===== src/rtl/cfg_ser_pkg.sv =====
package cfg_ser_pkg;
  typedef enum logic {
    DIR_UP   = 1'b0,
    DIR_DOWN = 1'b1
  } step_dir_e;
endpackage


===== src/rtl/cfg_addr_gen.sv =====
module cfg_addr_gen
  import cfg_ser_pkg::*;
#(
  parameter int ADDR_W = 18
) (
  input  logic              clk_i,
  input  logic              rst_ni,
  input  logic              load_i,
  input  logic              step_i,
  input  logic              dir_i,
  input  logic              use_start_i,
  input  logic [ADDR_W-1:0] start_addr_i,
  output logic [ADDR_W-1:0] addr_o
);
  localparam logic [ADDR_W-1:0] ONE = ADDR_W'(1);

  logic [ADDR_W-1:0] addr_q, init_addr;
  step_dir_e         dir_q;

  always_comb begin
    if (use_start_i) init_addr = start_addr_i;
    else             init_addr = dir_i ? '1 : '0;
  end

  always_ff @(posedge clk_i or negedge rst_ni) begin
    if (!rst_ni) begin
      addr_q <= '0;
      dir_q  <= DIR_UP;
    end else if (load_i) begin
      addr_q <= init_addr;
      dir_q  <= step_dir_e'(dir_i);
    end else if (step_i) begin
      addr_q <= (dir_q == DIR_DOWN) ? addr_q - ONE : addr_q + ONE;
    end
  end

  assign addr_o = addr_q;


  addr_step_chk: assert property (@(posedge clk_i) disable iff (!rst_ni)
    step_i && !load_i |=> addr_q == (($past(dir_q) == DIR_DOWN) ? $past(addr_q) - ONE
                                                                 : $past(addr_q) + ONE));


  addr_hold_chk: assert property (@(posedge clk_i) disable iff (!rst_ni)
    !step_i && !load_i |=> $stable(addr_q));
endmodule


===== src/rtl/cfg_byte_seq.sv =====
module cfg_byte_seq #(
  parameter int BYTE_W = 8
) (
  input  logic              clk_i,
  input  logic              rst_ni,
  input  logic              en_i,
  input  logic [BYTE_W-1:0] data_i,
  output logic              load_o,
  output logic              step_o,
  output logic              bit_o,
  output logic              stb_o
);
  localparam int              CNT_W = (BYTE_W > 1) ? $clog2(BYTE_W) : 1;
  localparam logic [CNT_W-1:0] LAST = CNT_W'(BYTE_W - 1);

  logic              run_q, primed_q, bit_q, stb_q;
  logic [CNT_W-1:0]  cyc_q, idx;
  logic [BYTE_W-1:0] hold_q;

  assign load_o = en_i && !run_q;
  assign step_o = en_i && run_q && (cyc_q == '0);

  // bit index lags the cycle count by one; slot 0 sends the previous byte's MSB
  assign idx = (cyc_q == '0) ? LAST : cyc_q - CNT_W'(1);

  always_ff @(posedge clk_i or negedge rst_ni) begin
    if (!rst_ni) begin
      run_q    <= 1'b0;
      primed_q <= 1'b0;
      cyc_q    <= '0;
      hold_q   <= '0;
      bit_q    <= 1'b1;
      stb_q    <= 1'b0;
    end else if (!en_i) begin
      run_q    <= 1'b0;
      primed_q <= 1'b0;
      cyc_q    <= '0;
      bit_q    <= 1'b1;
      stb_q    <= 1'b0;
    end else if (!run_q) begin
      run_q    <= 1'b1;
      primed_q <= 1'b0;
      cyc_q    <= '0;
      bit_q    <= 1'b1;
      stb_q    <= 1'b0;
    end else begin
      stb_q <= step_o;
      cyc_q <= (cyc_q == LAST) ? '0 : cyc_q + CNT_W'(1);
      if (step_o) begin
        hold_q   <= data_i;
        primed_q <= 1'b1;
      end
      if (primed_q) bit_q <= hold_q[idx];
    end
  end

  assign bit_o = bit_q;
  assign stb_o = stb_q;


  stb_pulse_chk: assert property (@(posedge clk_i) disable iff (!rst_ni)
    stb_q |=> !stb_q);


  stb_needs_en_chk: assert property (@(posedge clk_i) disable iff (!rst_ni)
    !en_i |=> !stb_q && bit_q);
endmodule


===== src/rtl/cfg_out_stage.sv =====
module cfg_out_stage (
  input  logic clk_i,
  input  logic rst_ni,
  input  logic bit_i,
  output logic dout_o
);
  always_ff @(negedge clk_i or negedge rst_ni) begin
    if (!rst_ni) dout_o <= 1'b1;
    else         dout_o <= bit_i;
  end


  half_cycle_chk: assert property (@(posedge clk_i) disable iff (!rst_ni)
    dout_o == bit_i);
endmodule


===== src/rtl/cfg_prom_serializer.sv =====
module cfg_prom_serializer #(
  parameter int ADDR_W = 18,
  parameter int BYTE_W = 8
) (
  input  logic              clk_i,
  input  logic              rst_ni,
  input  logic              en_i,
  input  logic              dir_down_i,
  input  logic              use_start_i,
  input  logic [ADDR_W-1:0] start_addr_i,
  output logic [ADDR_W-1:0] prom_addr_o,
  input  logic [BYTE_W-1:0] prom_data_i,
  output logic              dout_o,
  output logic              byte_stb_o
);
  logic load, step, bit_nxt;

  cfg_byte_seq #(.BYTE_W(BYTE_W)) u_seq (
    .clk_i  (clk_i),
    .rst_ni (rst_ni),
    .en_i   (en_i),
    .data_i (prom_data_i),
    .load_o (load),
    .step_o (step),
    .bit_o  (bit_nxt),
    .stb_o  (byte_stb_o)
  );

  cfg_addr_gen #(.ADDR_W(ADDR_W)) u_addr (
    .clk_i        (clk_i),
    .rst_ni       (rst_ni),
    .load_i       (load),
    .step_i       (step),
    .dir_i        (dir_down_i),
    .use_start_i  (use_start_i),
    .start_addr_i (start_addr_i),
    .addr_o       (prom_addr_o)
  );

  cfg_out_stage u_out (
    .clk_i  (clk_i),
    .rst_ni (rst_ni),
    .bit_i  (bit_nxt),
    .dout_o (dout_o)
  );


  stb_after_move_chk: assert property (@(posedge clk_i) disable iff (!rst_ni)
    byte_stb_o |-> !$stable(prom_addr_o));
endmodule


===== config.mk =====
export PLATFORM = sky130hd
export DESIGN_NAME = cfg_prom_serializer
export DESIGN_NICKNAME = d
export VERILOG_FILES = /design/src/rtl/cfg_ser_pkg.sv /design/src/rtl/cfg_addr_gen.sv /design/src/rtl/cfg_byte_seq.sv /design/src/rtl/cfg_out_stage.sv /design/src/rtl/cfg_prom_serializer.sv
export SDC_FILE = /design/constraint.sdc
export NUM_CORES = 1
export LEC_CHECK = 0
export ABC_CLOCK_PERIOD_IN_PS = 3100
export BUFFER_PORTS_ARGS = -buffer_cell sky130_fd_sc_hd__buf_4
export CAP_MARGIN = 20
export CORE_MARGIN = 2
export CORE_UTILIZATION = 55
export CTS_CLUSTER_SIZE = 24
export DETAILED_ROUTE_END_ITERATION = 6
export GPL_ROUTABILITY_DRIVEN = 0
export HOLD_SLACK_MARGIN = 0.02
export PLACE_DENSITY_LB_ADDON = 0.3
export SETUP_SLACK_MARGIN = 0.02
export SLEW_MARGIN = 5
export SYNTH_ARGS = -nofsm -noshare
export SYNTH_HDL_FRONTEND = slang
export SYNTH_SLANG_ARGS = --single-unit

===== constraint.sdc =====
create_clock -name clk_i -period 3.1 [get_ports clk_i]
set_clock_uncertainty 0.1 [all_clocks]
set_input_delay 0.31 -clock clk_i [delete_from_list [all_inputs] [get_ports clk_i]]
set_output_delay 0.31 -clock clk_i [all_outputs]
set_load 0.03 [all_outputs]

==> flow_summary.ini, run 1 <==
[yosys]
synth_edf_count = 0
syn_inst = 286
synth.distinct_cells = 48
syn_area_um2 = 2460
yosysWarnings = 0
postSynth.asyncResetShare = 1.00
syn-num-nets = 338
yosysSeqAreaShare = 0.358
ys_seq_elements = 35
ys.flop_type = dfrtp_1
avgSynthCellArea_um2 = 8.59

[critical_path]
cp_num_cells = 1
cp_slowest_stage_delay_ns = 0.50
path_buf_inv = 1
r2r_start = u_addr.dir_q
critical_path.top_delay_family = flip-flops
arrival_ns = 2.54
crit_path_start_kind = flip-flop
reg2reg_depth = 9
crit_chain = buf_4
setup.worst_path.end_class = output pin
critPathMaxFanout = 1
cp_slowest_cell = dfstp_2
reg2reg_slack_ns = 0.35
cp-startpoint = u_out.dout_o
required_ns = 2.69
critPathKind = reg -> out

[route]
ant_nets = 0
wl_per_cell_um = 15.2
vias = 2290
wl_mm = 5.91
viasPerCell = 5.87
drt_iter0_drc = 79
route.detailed.drc = 0
dr.pass1.iters = 5

[layout]
antenna_cells = 0
nets = 389
final_cell_mix = buf_4, nand2_1, a21oi_1, dfrtp_1, o21ai_0
instances_no_fill = 390
postLayoutCellArea_um2 = 3010
syn2layout_area_growth_pct = 22.4
nFillCells = 363
drive_gt1_frac = 0.222
final_common_cell = buf_4

[hold_path]
hold_class = in -> reg
min-delay-start = en_i
hold_depth = 1

[global_route]
antenna_found_initial = 0
grt_overflow = 0
groute.usage.overall = 0.244
grt_first_pass_wirelength_mm = 9.74
first_global_vias = 2135
grt_max_degree = 35

[clock_tree]
cts-htree-levels = 2
cts_setup_buffers = 0
clock-sinks = 35
cts_buffers = 5
cts_hold_buf = 1
root_buffer = clkbuf_8
cts_tree = yes
clk_pin_slew_ns = 0.07
cts_resized = 0
clockBufferDepth = 2
insertion_delay_ns = 0.29

[sta]
setup-violations-final = 0
slew_headroom = 0.687
hold_viol = 0
rsz0062_at_grt = false
drv_slew = 0
whs_ns = 0.0753
tns_ns = 0
tightestPinTransition_ns = 0.469

[die]
die_h_um = 70.8
dieWidth_um = 70.8
floorplan.initialDensity = 0.568
die_area_um2 = 5020
core-area_um2 = 4320
ios = 51
rows = 24

[power_and_ir_drop]
powerDensity_nw_per_um2 = 770
vdd.ir_drop.worst_mv = 0.389
leakage_uw = 0.00144

[placed_design]
placed_area_um2 = 2890
io_buffers = 50
dpl.cell_count = 381
hpwl_mm = 4.26

[status]
outcome = completed

[flow_run]
drv_cap = 0
## layout make-up
type                       count  area (µm²)  share of cell area
clock buffer                   5        68.8              0.0229
clock inverter                 4        42.5              0.0142
inverter                       7        26.3             0.00874
multi-input combinational    229        1490               0.495
sequential                    35         878               0.292
tap                           52        65.1              0.0216
timing repair buffer          58         438               0.146
## through the flow
step / util / setup slack (ns) / total power [µW]
2_1_floorplan: - / 0.380 / 1560
3_3_place_gp: 0.668 / 0.469 / 1870
3_5_place_dp: 0.668 / 0.414 / 1900
4_1_cts: 0.695 / 0.144 / 2320
5_1_grt: 0.695 / 0.123 / 2470
6_report: 0.695 / 0.152 / 2310
## worst paths after layout
path                                     endpoint
worst min register to register    u_seq.hold_q[2]
worst max register to register  u_addr.addr_o[17]
worst min-delay path                  u_seq.run_q
worst max-delay path                       dout_o
min in group asynchronous        u_addr.addr_o[5]
max in group asynchronous            u_out.dout_o
## where the power goes
group / internal, µW / switching (µW) / total (µW)
Sequential: 560 / 101 / 662
Combinational: 523 / 714 / 1240
Clock: 237 / 179 / 416
## metal layers
layer | GRT usage | part of all wire
met1 | 0.312 | 0.44
met2 | 0.396 | 0.48
met3 | 0.0527 | 0.048
met4 | 0.117 | 0.031
met5 | 0 | 0
## cells in the mapped netlist, types with 2 or more instances
| cell type | count | share of area |
|---|---|---|
| nand3_1 | 8 | 0.016 |
| nand2b_1 | 3 | 0.0076 |
| dfstp_2 | 2 | 0.021 |
| o22ai_1 | 2 | 0.0051 |
| inv_1 | 8 | 0.012 |
| nand4_1 | 2 | 0.0051 |
| nor2b_1 | 3 | 0.0076 |
| xnor2_1 | 5 | 0.018 |
| nor3_1 | 6 | 0.012 |
| mux2i_1 | 4 | 0.016 |
| and3_1 | 4 | 0.010 |
| a21oi_1 | 33 | 0.067 |
| o211ai_1 | 10 | 0.031 |
| nor2_1 | 16 | 0.024 |
| clkbuf_1 | 11 | 0.017 |
| xor2_1 | 7 | 0.025 |
| a221oi_1 | 2 | 0.0071 |
| a21o_1 | 5 | 0.015 |
| o21bai_1 | 2 | 0.0061 |
| dfrtp_1 | 33 | 0.34 |
| nand2_1 | 43 | 0.066 |
| or3_1 | 2 | 0.0051 |
| a211oi_1 | 5 | 0.015 |
| o21ai_0 | 24 | 0.049 |
| o221ai_1 | 2 | 0.0071 |
| ha_1 | 20 | 0.10 |
| a31oi_1 | 3 | 0.0076 |
## kinds of logic after synthesis
family / Yosys count / synth area share
simple gates: 90 / 0.164
flops: 35 / 0.358
xor+xnor: 12 / 0.0428
fa+ha+maj: 21 / 0.110
compound gates: 101 / 0.266
mux: 5 / 0.0224
buf+inv: 22 / 0.0372
## state kept, by name, summed over array words and instances, names as in the netlist
name,count
u_addr.addr_o,18
u_addr.dir_q,1
u_out.dout_o,1
u_seq.bit_o,1
u_seq.cyc_q,3
u_seq.hold_q,8
u_seq.primed_q,1
u_seq.run_q,1
u_seq.stb_o,1
Power figures use the tool's default switching activity.
==> run 2: changes to the inputs <==
--- a/config.mk
+++ b/config.mk
@@ -14,7 +14,7 @@
 export DETAILED_ROUTE_END_ITERATION = 6
 export GPL_ROUTABILITY_DRIVEN = 0
 export HOLD_SLACK_MARGIN = 0.02
-export PLACE_DENSITY_LB_ADDON = 0.3
+export PLACE_DENSITY_LB_ADDON = 0.2
 export SETUP_SLACK_MARGIN = 0.02
 export SLEW_MARGIN = 5
 export SYNTH_ARGS = -nofsm -noshare
==> run 2 against run 1 <==
  * Worst hold slack hardly changed
  * Power is 0.72% higher
  * Sequential share of layout area down 0.15 points
  * Routed wire length grew 1.8%
  * Combinational power hardly changed
  * Non-clock buffer count stayed put
  * Flip-flop and latch count unchanged
  * Largest cell class unchanged
  * Cell area increased by 0.50%
  * Via count grew 0.35%
==> flow_summary.ini, run 2 (synthesis gave the netlist of run 1 again) <==
[status]
outcome = completed

[route]
vias = 2298
viasPerCell = 5.89
wl_per_cell_um = 15.4
ant_nets = 0
drt_iter0_drc = 167
route.detailed.drc = 0
wl_mm = 6.02
dr.pass1.iters = 4

[placed_design]
placed_area_um2 = 2890
hpwl_mm = 4.25
io_buffers = 50

[critical_path]
cp_slowest_stage_delay_ns = 0.50
regToRegEndpoint = u_addr.addr_o[17]
required_ns = 2.69
crit_path_start_kind = flip-flop
critPathKind = reg -> out
path_buf_inv = 1
reg2reg_depth = 9
cp-startpoint = u_out.dout_o
cp_num_cells = 1
reg2reg_slack_ns = 0.30
critical_path.top_delay_family = flip-flops
r2r_start = u_addr.dir_q
crit_chain = buf_4
setup.worst_path.end_class = output pin
cp_slowest_cell = dfstp_2
cp-endpoint = dout_o
critPathMaxFanout = 1
arrival_ns = 2.54

[die]
core-area_um2 = 4320
die_h_um = 70.8
floorplan.initialDensity = 0.568
rows = 24
ios = 51
die_area_um2 = 5020
dieWidth_um = 70.8

[clock_tree]
clk_pin_slew_ns = 0.07
cts_resized = 0
clock-sinks = 35
cts_buffers = 5
clockBufferDepth = 2
insertion_delay_ns = 0.29
cts-htree-levels = 2
cts_tree = yes
root_buffer = clkbuf_8

[global_route]
grt_overflow = 0
antenna_found_initial = 0
first_global_vias = 2175
grt_first_pass_wirelength_mm = 10.1
grt_max_degree = 35
groute.usage.overall = 0.250

[power_and_ir_drop]
powerDensity_nw_per_um2 = 772
leakage_uw = 0.00145
vdd.ir_drop.worst_mv = 0.477
power_uw = 2330

[sta]
tns_ns = 0
hold_viol = 0
tightestPinTransition_ns = 0.443
rsz0062_at_grt = false
slew_headroom = 0.703
drv_slew = 0
setup-violations-final = 0

[layout]
nFillCells = 374
antenna_cells = 0
postLayoutCellArea_um2 = 3020
final_cell_mix = buf_4, nand2_1, a21oi_1, dfrtp_1, o21ai_0
drive_gt1_frac = 0.222
nets = 389
largest_reg_flops = 18
syn2layout_area_growth_pct = 23.0
final_common_cell = buf_4

[flow_run]
drv_cap = 0

[hold_path]
hold_class = in -> reg
-- run 2: cell count changes in the layout (fill, tap and decap cells not counted) --
| cell | previous run | this run |
|---|---|---|
| bufinv_16 | 1 | 0 |
| clkbuf_16 | 0 | 2 |
| clkinv_1 | 1 | 0 |
| clkinv_2 | 1 | 0 |
| inv_1 | 8 | 9 |
-- run 2: worst min-delay path by stage --
stage          startpoint                to  slack [ns]  cells after the start
5_1_grt              en_i       u_seq.run_q        0.07                      1
2_1_floorplan      rst_ni  u_addr.addr_o[0]       -0.09                      0
3_3_place_gp       rst_ni   u_seq.hold_q[5]        0.31                      2
6_report             en_i       u_seq.run_q        0.08                      1
4_1_cts              en_i       u_seq.run_q        0.07                      1
3_5_place_dp       rst_ni       u_seq.stb_o        0.31                      2
-- run 2: metrics by stage --
step | util | hold WS [ns] | std cells | setup slack [ns]
detailed placement | 0.668 | 0.308 | 381 | 0.389
floorplan | - | -0.0856 | 286 | 0.380
finish | 0.698 | 0.0755 | 390 | 0.154
global placement | 0.668 | 0.311 | 381 | 0.479
CTS | 0.698 | 0.0661 | 390 | 0.145
global route | 0.698 | 0.0749 | 390 | 0.119
-- run 2: final cells by class --
class | count | area [µm²] | area share
multi-input cells | 229 | 1490 | 0.492
flip-flops and latches | 35 | 878 | 0.291
repair buffers | 58 | 438 | 0.145
clock buffers | 7 | 119 | 0.0394
well taps | 52 | 65.1 | 0.0215
inverters | 7 | 26.3 | 0.00870
clock inverters | 2 | 7.51 | 0.00249
-- run 2: per-layer routing --
| metal | global-route usage | wire length, µm |
|---|---|---|
| met1 | 0.327 | 2600 |
| met2 | 0.430 | 3070 |
| met3 | 0.0399 | 292 |
| met4 | 0.0734 | 54 |
| met5 | 0 | 0 |
-- run 2: what timing repair did --
action / CTS / global route
hold buffers: 1 / 0
endpoints found under the hold margin: 33 / 0
buffers inserted: 0 / 0
-- run 2: where the power goes --
part	switching [µW]	internal, µW	total [µW]
combinational	715	523	1240
clock	178	255	433
sequential	99.2	560	660
